File: src/rtl/hist_pkg.sv
package hist_pkg;

  typedef enum logic [1:0] {
    MODE_IDLE  = 2'd0,
    MODE_COUNT = 2'd1,
    MODE_DRAIN = 2'd2,
    MODE_READ  = 2'd3
  } hist_mode_e;

endpackage

File: src/rtl/hist_cell.sv
module hist_cell #(
  parameter int DATA_W   = 6,
  parameter int LANES    = 4,
  parameter int CNT_W    = 16,
  parameter int BPC      = 4,
  parameter int CELL_IDX = 0
) (
  input  logic                    clk,
  input  logic                    rst_n,
  input  logic                    clr,
  input  logic                    shift,
  input  logic                    in_vld,
  input  logic [LANES*DATA_W-1:0] in_pix,
  output logic                    out_vld,
  output logic [LANES*DATA_W-1:0] out_pix,
  input  logic [CNT_W-1:0]        shift_in,
  output logic [CNT_W-1:0]        head
);

  localparam int HIT_W = $clog2(LANES + 1);
  localparam int BASE  = CELL_IDX * BPC;
  localparam logic [CNT_W-1:0] CNT_MAX = '1;

  // number of lanes in a beat whose value equals target
  function automatic logic [HIT_W-1:0] lane_hits(
    input logic [LANES*DATA_W-1:0] pix,
    input logic [DATA_W-1:0]       target
  );
    logic [HIT_W-1:0] n;
    n = '0;
    for (int l = 0; l < LANES; l++) begin
      if (pix[l*DATA_W +: DATA_W] == target) n = n + 1'b1;
    end
    return n;
  endfunction

  // add with clamp at the top of the counter range
  function automatic logic [CNT_W-1:0] sat_add(
    input logic [CNT_W-1:0] cur,
    input logic [HIT_W-1:0] inc
  );
    logic [CNT_W:0] s;
    s = {1'b0, cur} + {{(CNT_W + 1 - HIT_W){1'b0}}, inc};
    return s[CNT_W] ? CNT_MAX : s[CNT_W-1:0];
  endfunction

  logic [CNT_W-1:0] bin_q     [BPC];
  logic [CNT_W-1:0] shift_src [BPC];
  logic [HIT_W-1:0] hits      [BPC];

  always_comb begin
    for (int j = 0; j < BPC; j++) begin
      hits[j]      = in_vld ? lane_hits(in_pix, DATA_W'(BASE + j)) : '0;
      shift_src[j] = (j == BPC - 1) ? shift_in : bin_q[(j + 1) % BPC];
    end
  end

  always_ff @(posedge clk) begin
    for (int j = 0; j < BPC; j++) begin
      if (!rst_n || clr)        bin_q[j] <= '0;
      else if (shift)           bin_q[j] <= shift_src[j];
      else if (hits[j] != '0)   bin_q[j] <= sat_add(bin_q[j], hits[j]);
    end
  end

  always_ff @(posedge clk) begin
    if (!rst_n) begin
      out_vld <= 1'b0;
      out_pix <= '0;
    end else begin
      out_vld <= in_vld;
      out_pix <= in_pix;
    end
  end

  assign head = bin_q[0];

  for (genvar j = 0; j < BPC; j++) begin : g_chk
    // one beat adds at most LANES to a bin, and a bin never goes down while counting
    assert_step_R4: assert property (@(posedge clk) disable iff (!rst_n)
      (!$past(clr) && !$past(shift)) |->
        (bin_q[j] >= $past(bin_q[j]) && (bin_q[j] - $past(bin_q[j])) <= LANES));
    // a full counter stays full
    assert_no_wrap_R5: assert property (@(posedge clk) disable iff (!rst_n)
      ($past(bin_q[j]) == CNT_MAX && !$past(clr) && !$past(shift)) |-> bin_q[j] == CNT_MAX);
    // a clear leaves the bin at zero
    assert_clear_R2: assert property (@(posedge clk) disable iff (!rst_n)
      $past(clr) |-> bin_q[j] == '0);
  end

endmodule

File: src/rtl/hist_ctrl.sv
module hist_ctrl
  import hist_pkg::*;
#(
  parameter int NCELLS = 16,
  parameter int NBINS  = 64,
  parameter int BIN_W  = 6
) (
  input  logic             clk,
  input  logic             rst_n,
  input  logic             frame_start,
  input  logic             frame_end,
  output hist_mode_e       mode,
  output logic             clr,
  output logic             accept_en,
  output logic             shift,
  output logic             rd_valid,
  output logic [BIN_W-1:0] rd_bin
);

  localparam int DRN_W = (NCELLS > 1) ? $clog2(NCELLS) : 1;
  localparam logic [DRN_W-1:0] DRN_LAST = DRN_W'(NCELLS - 1);
  localparam logic [BIN_W-1:0] IDX_LAST = BIN_W'(NBINS - 1);

  hist_mode_e       mode_q;
  logic [DRN_W-1:0] drn_q;
  logic [BIN_W-1:0] idx_q;

  always_ff @(posedge clk) begin
    if (!rst_n) begin
      mode_q <= MODE_IDLE;
      drn_q  <= '0;
      idx_q  <= '0;
    end else begin
      unique case (mode_q)
        MODE_IDLE:  if (frame_start) mode_q <= MODE_COUNT;
        MODE_COUNT: if (frame_end) begin
          mode_q <= MODE_DRAIN;
          drn_q  <= '0;
        end
        MODE_DRAIN: begin
          if (drn_q == DRN_LAST) begin
            mode_q <= MODE_READ;
            idx_q  <= '0;
          end else begin
            drn_q <= drn_q + 1'b1;
          end
        end
        MODE_READ: begin
          if (idx_q == IDX_LAST) mode_q <= MODE_IDLE;
          else                   idx_q  <= idx_q + 1'b1;
        end
        default: mode_q <= MODE_IDLE;
      endcase
    end
  end

  assign mode      = mode_q;
  assign clr       = (mode_q == MODE_IDLE) && frame_start;
  assign accept_en = (mode_q == MODE_COUNT);
  assign shift     = (mode_q == MODE_READ);
  assign rd_valid  = (mode_q == MODE_READ);
  assign rd_bin    = idx_q;

  // the stream starts at bin 0, counts up by one and stops after the last bin
  assert_rd_first_R7: assert property (@(posedge clk) disable iff (!rst_n)
    $rose(rd_valid) |-> (rd_bin == '0 && $past(mode_q) == MODE_DRAIN));
  assert_rd_step_R7: assert property (@(posedge clk) disable iff (!rst_n)
    (rd_valid && $past(rd_valid)) |-> rd_bin == BIN_W'($past(rd_bin) + 1'b1));
  assert_rd_last_R7: assert property (@(posedge clk) disable iff (!rst_n)
    (rd_valid && rd_bin == IDX_LAST) |=> (!rd_valid && mode_q == MODE_IDLE));
  // a frame start during drain or read does not reopen counting
  assert_fs_ignored_R2: assert property (@(posedge clk) disable iff (!rst_n)
    (frame_start && (mode_q == MODE_DRAIN || mode_q == MODE_READ)) |=> mode_q != MODE_COUNT);
  // a frame end outside compute starts nothing
  assert_fe_ignored_R6: assert property (@(posedge clk) disable iff (!rst_n)
    (frame_end && mode_q == MODE_IDLE && !frame_start) |=> mode_q == MODE_IDLE);

endmodule

File: src/rtl/hist_cell_array.sv
module hist_cell_array
  import hist_pkg::*;
#(
  parameter int DATA_W = 6,
  parameter int LANES  = 4,
  parameter int BPC    = 4,
  parameter int CNT_W  = 16
) (
  input  logic                    clk,
  input  logic                    rst_n,
  input  logic                    frame_start,
  input  logic                    frame_end,
  input  logic                    pix_valid,
  input  logic [LANES*DATA_W-1:0] pix_data,
  output logic                    rd_valid,
  output logic [DATA_W-1:0]       rd_bin,
  output logic [CNT_W-1:0]        rd_count
);

  localparam int NBINS  = 1 << DATA_W;
  localparam int NCELLS = NBINS / BPC;
  localparam int PIX_W  = LANES * DATA_W;

  if (NBINS % BPC != 0) begin : g_bad_split
    $error("bins per cell must divide the bin count");
  end

  hist_mode_e mode;
  logic       clr;
  logic       accept_en;
  logic       shift;

  logic             chain_vld  [NCELLS+1];
  logic [PIX_W-1:0] chain_pix  [NCELLS+1];
  logic [CNT_W-1:0] chain_head [NCELLS+1];

  hist_ctrl #(
    .NCELLS (NCELLS),
    .NBINS  (NBINS),
    .BIN_W  (DATA_W)
  ) u_ctrl (
    .clk         (clk),
    .rst_n       (rst_n),
    .frame_start (frame_start),
    .frame_end   (frame_end),
    .mode        (mode),
    .clr         (clr),
    .accept_en   (accept_en),
    .shift       (shift),
    .rd_valid    (rd_valid),
    .rd_bin      (rd_bin)
  );

  assign chain_vld[0]       = pix_valid & accept_en;
  assign chain_pix[0]       = pix_data;
  assign chain_head[NCELLS] = '0;

  for (genvar c = 0; c < NCELLS; c++) begin : g_cell
    hist_cell #(
      .DATA_W   (DATA_W),
      .LANES    (LANES),
      .CNT_W    (CNT_W),
      .BPC      (BPC),
      .CELL_IDX (c)
    ) u_cell (
      .clk      (clk),
      .rst_n    (rst_n),
      .clr      (clr),
      .shift    (shift),
      .in_vld   (chain_vld[c]),
      .in_pix   (chain_pix[c]),
      .out_vld  (chain_vld[c+1]),
      .out_pix  (chain_pix[c+1]),
      .shift_in (chain_head[c+1]),
      .head     (chain_head[c])
    );
  end

  assign rd_count = chain_head[0];

  // no beat is still travelling the array once readout has begun
  assert_drained_R6: assert property (@(posedge clk) disable iff (!rst_n)
    (mode == MODE_READ) |-> !chain_vld[NCELLS]);
  // nothing enters the array outside compute
  assert_gate_R6: assert property (@(posedge clk) disable iff (!rst_n)
    (mode != MODE_COUNT) |-> !chain_vld[0]);

endmodule

File: config.mk
export PLATFORM = sky130hd
export DESIGN_NAME = hist_cell_array
export DESIGN_NICKNAME = d
export VERILOG_FILES = /design/src/rtl/hist_pkg.sv /design/src/rtl/hist_cell.sv /design/src/rtl/hist_ctrl.sv /design/src/rtl/hist_cell_array.sv
export SDC_FILE = /design/constraint.sdc
export NUM_CORES = 2
export LEC_CHECK = 0
export BUFFER_PORTS_ARGS = -buffer_cell sky130_fd_sc_hd__buf_2
export CORE_ASPECT_RATIO = 0.6
export CORE_MARGIN = 2
export CORE_UTILIZATION = 59
export DETAILED_ROUTE_END_ITERATION = 8
export PLACE_DENSITY = 0.86
export SYNTH_ARGS = -nofsm -noshare
export SYNTH_HDL_FRONTEND = slang
export SYNTH_SLANG_ARGS = --single-unit
File: constraint.sdc
create_clock -name clk -period 5.4 [get_ports clk]
set_input_delay 0.27 -clock clk [delete_from_list [all_inputs] [get_ports clk]]
set_output_delay 0.27 -clock clk [all_outputs]
set_load 0.02 [all_outputs]
==> summary.md <==
| Metric | Value |
|---|---|
| GR peak layer | `met1` |
| Final Critical Period | `5.05 ns` |
| DR DRC count | `0` |
| Maximum clock rate | `198 MHz` |
| Area grow syn2layout | `7.34%` |
| Post-CTS setup buffer count | `0` |
| Worst r2r path cells | `17` |
| CTS Buffer Depth | `3` |
| R2R setup slack | `0.35 ns` |
| First-pass GRT wire length | `366,000 um` |
| Initial antenna violation count | `8` |
| Num ports | `52` |
| # H-tree levels | `4` |
| Pleak | `39.4 nW` |
| Final Hold Vio Count | `0` |
| DRT Pass-1 Iters | `6` |
| Buffers on Ports | `51` |
| Skew final | `0.0371 ns` |
| VDD IR max | `0.336 mV` |
| Die area | `0.157 sq mm` |
| Die H | `308 um` |
| Reg2reg end | `g_cell[5].u_cell.bin_q[0][1]` |
| Via count | `74,400` |
| Layout cells sized above 1 | `5.62%` |
| GRT met2 Usage | `40.3%` |
| Register area | `0.0385 sq mm` |
| CORE AREA | `0.153 sq mm` |
| WL final | `225,000 um` |
| Rows | `111` |
| Max-Slew Margin vs Limit | `17.5%` |
| Fin nets | `9,817` |
| Syn_area_per_cell | `9.62 sq um` |
| Final HPWL DP | `159,000 um` |
| Most common cell in the netlist | `nand2_1` |
| Yosys top cell by area | `edfxtp_1` |
| #FFs+latches synth | `1,411` |
| Fillers | `11,400` |
| R2r startpoint | `g_cell[4].u_cell.out_pix[4]` |
| Sequential area share after synthesis | `42.4%` |
| Post-synthesis net count | `9,971` |
| Critical Path RT | `6.07 ns` |
| Worst Path Max Fanout | `13` |
| Main flop type after synthesis | `edfxtp_1` |
| Overflow after GRT | `0` |
| Power, Total | `29.1 mW` |
| EDFF count, synth | `1,024` |
| Number of DRC markers in iteration 0 | `9,882` |
| Mapped Cells | `9,423` |
| Largest net degree at the start of global routing | `161` |
| CP Capture Point | `g_cell[5].u_cell.bin_q[0][1]` |
| Ys async rst share | `0%` |
| Unrepaired setup endpoints after global routing | `no` |
| All-layer global routing usage | `27.9%` |
| Multi-input logic area | `0.0497 sq mm` |
| Hold slack | `0.283 ns` |
| Final setup fails | `0` |
| Yosys top cell area share | `33.9%` |
| GR Util met1 | `43.3%` |
| Status | `finished clean` |
| YS warnings | `0` |
| Number of global-route vias before repair | `69,200` |
| Clock slew at reported path FFs | `0.07 ns` |
| Width of the die | `510 um` |
| WP data arrival | `5.72 ns` |
| CTS buffer count | `137` |
| Starting Density | `59.4%` |
| Critical path endpoint category | `register` |
| Hold Crit Class | `in2reg` |
| Clk root buf | `clkbuf_16` |
| Post-route setup TNS | `0 ns` |
| Pwr Density | `299 mW/mm^2` |
| Clock Latency Late Sink | `0.82 ns` |
| Max-slew violation count | `0` |
| Final worst-path cycle share | `93.5%` |
| Via density | `6.52` |
| Top cells by area, synth | `edfxtp_1 (34%), dfxtp_1 (8.5%), a22o_1 (6.7%)` |
| Worst setup SP type | `register` |
| Netlist cell types | `90` |
| CP Launch Point | `g_cell[4].u_cell.out_pix[4]` |
| RePlAce Congestion | `0.902` |
| Routed Antenna Nets | `0` |
| Core Util, Final | `63.8%` |
| Kind of critical path | `reg2reg` |
| CTS tree | `yes` |
| Max-cap violations | `0` |
| Grt met3 use | `4.80%` |
| Post-Synthesis Cell Area | `0.0907 sq mm` |
| CTS Sinks | `1,411` |
| Most frequent cells after synthesis | `nand2_1 (1,147), edfxtp_1 (1,024), a22o_1 (690)` |
| Routed WL per cell | `19.7 um` |
| Slew @ Worst Pin | `1.24 ns` |
[final cells by class]
cell class	instances	area share (%)
Inverter	214	0.825
Antenna cell	6	0.0154
Multi-Input combinational cell	7355	51.0
Tap cell	2034	2.61
Clock buffer	200	4.12
Timing Repair Buffer	150	1.21
Clock inverter	53	0.645
Sequential cell	1411	39.5
[logic make-up (layout without fill, tap and decap cells)]
family | after synthesis | after routing | share of synthesized area [%]
multiplexers | 87 | 87 | 0.999
AND/OR/NAND/NOR | 3967 | 3967 | 22.7
other | 0 | 6 | 0
flip-flops | 1411 | 1411 | 42.4
XOR/XNOR | 774 | 774 | 7.68
adder cells (fa/ha/maj) | 519 | 519 | 7.69
buffers and inverters | 657 | 617 | 2.87
AO/OA/AOI/OAI | 2008 | 2008 | 15.7
[where the power goes]
| part | internal (mW) | switching (mW) | total [mW] | leakage [nW] |
|---|---|---|---|---|
| clock network | 5.50 | 4.58 | 10.1 | 2.25 |
| logic | 1.39 | 2.30 | 3.69 | 22.9 |
| registers | 13.5 | 1.86 | 15.3 | 14.2 |
[per-stage QoR]
stage               cell area, sq um  setup WS (ns)  instances
floorplan                      90700           1.21       9423
global placement               92400          0.613      11100
detailed placement             92400          0.392      11100
CTS                            97300          0.366      11400
global route                   97300         0.0124      11400
finish                         97300          0.352      11400
[critical path: stages (launching register included)]
cell and delay [ns]:
dfxtp_1 0.32, nor4bb_1 0.48, nor2b_1 0.23, nor2b_1 0.26, inv_1 0.09, ha_1 0.21
nor4_1 0.44, or2_2 0.20, ha_1 0.14, nand3_1 0.08, xnor2_1 0.15, and2_1 0.18
ha_1 0.33, a21oi_1 0.17, nor3_1 0.59, nand4_1 0.61, nand2b_1 0.25, a22o_1 0.17
[sequential cells by signal, indices dropped and copies added (netlist names)]
name	count
u_ctrl.rd_bin	6
u_ctrl.mode	2
g_cell.u_cell.out_pix	360
g_cell.u_cell.bin_q	1024
g_cell.u_cell.out_vld	15
u_ctrl.drn_q	4
[worst min-delay path by stage]
stage                                              from                            end  slack [ns]  depth (start not counted)
final                                      pix_data[23]   g_cell[0].u_cell.out_pix[23]        0.28                          3
after global routing                       pix_data[23]   g_cell[0].u_cell.out_pix[23]        0.27                          3
after CTS                                  pix_data[20]   g_cell[0].u_cell.out_pix[20]        0.22                          3
after detailed placement  g_cell[10].u_cell.out_pix[10]  g_cell[11].u_cell.out_pix[10]        0.44                          1
after global placement    g_cell[11].u_cell.out_pix[23]  g_cell[12].u_cell.out_pix[23]        0.44                          1
after floorplan                             pix_data[0]    g_cell[0].u_cell.out_pix[0]        0.40                          1
[what timing repair did]
action                     in CTS  in global routing
setup endpoints to repair       0                  1
hold endpoints to repair       33                  0
resized for setup               0                  1
hold buffers                   28                  0
[cells in the final DEF, fill, tap and decap left out, types with 25 or more instances in the layout]
master	instances
a21o_1	111
a21oi_1	401
a22o_1	690
a31oi_1	84
a32o_1	88
and2_1	467
and3_1	153
and4_1	33
buf_2	50
buf_4	63
clkbuf_1	33
clkbuf_16	143
dfxtp_1	387
dlygate4sd3_1	28
edfxtp_1	1024
fa_1	64
ha_1	455
inv_1	214
mux2_2	28
mux2i_1	59
nand2_1	1147
nand2b_1	182
nand3_1	367
nand4_1	210
nor2_1	540
nor2b_1	114
nor3_1	243
nor3b_1	48
nor4_1	68
nor4b_1	30
o21a_1	25
o21ai_0	418
o31a_1	32
o31ai_1	33
or2_2	87
or3_1	81
or4_1	52
xnor2_1	445
xor2_1	313
[metal layers]
layer  wire length (um)  up-vias
met5                 13        -
met1             102000    35800
met3              23700      345
li1                   -    34200
met4               4030        2
met2              96000     4085
(Power assumes the default switching activity.)
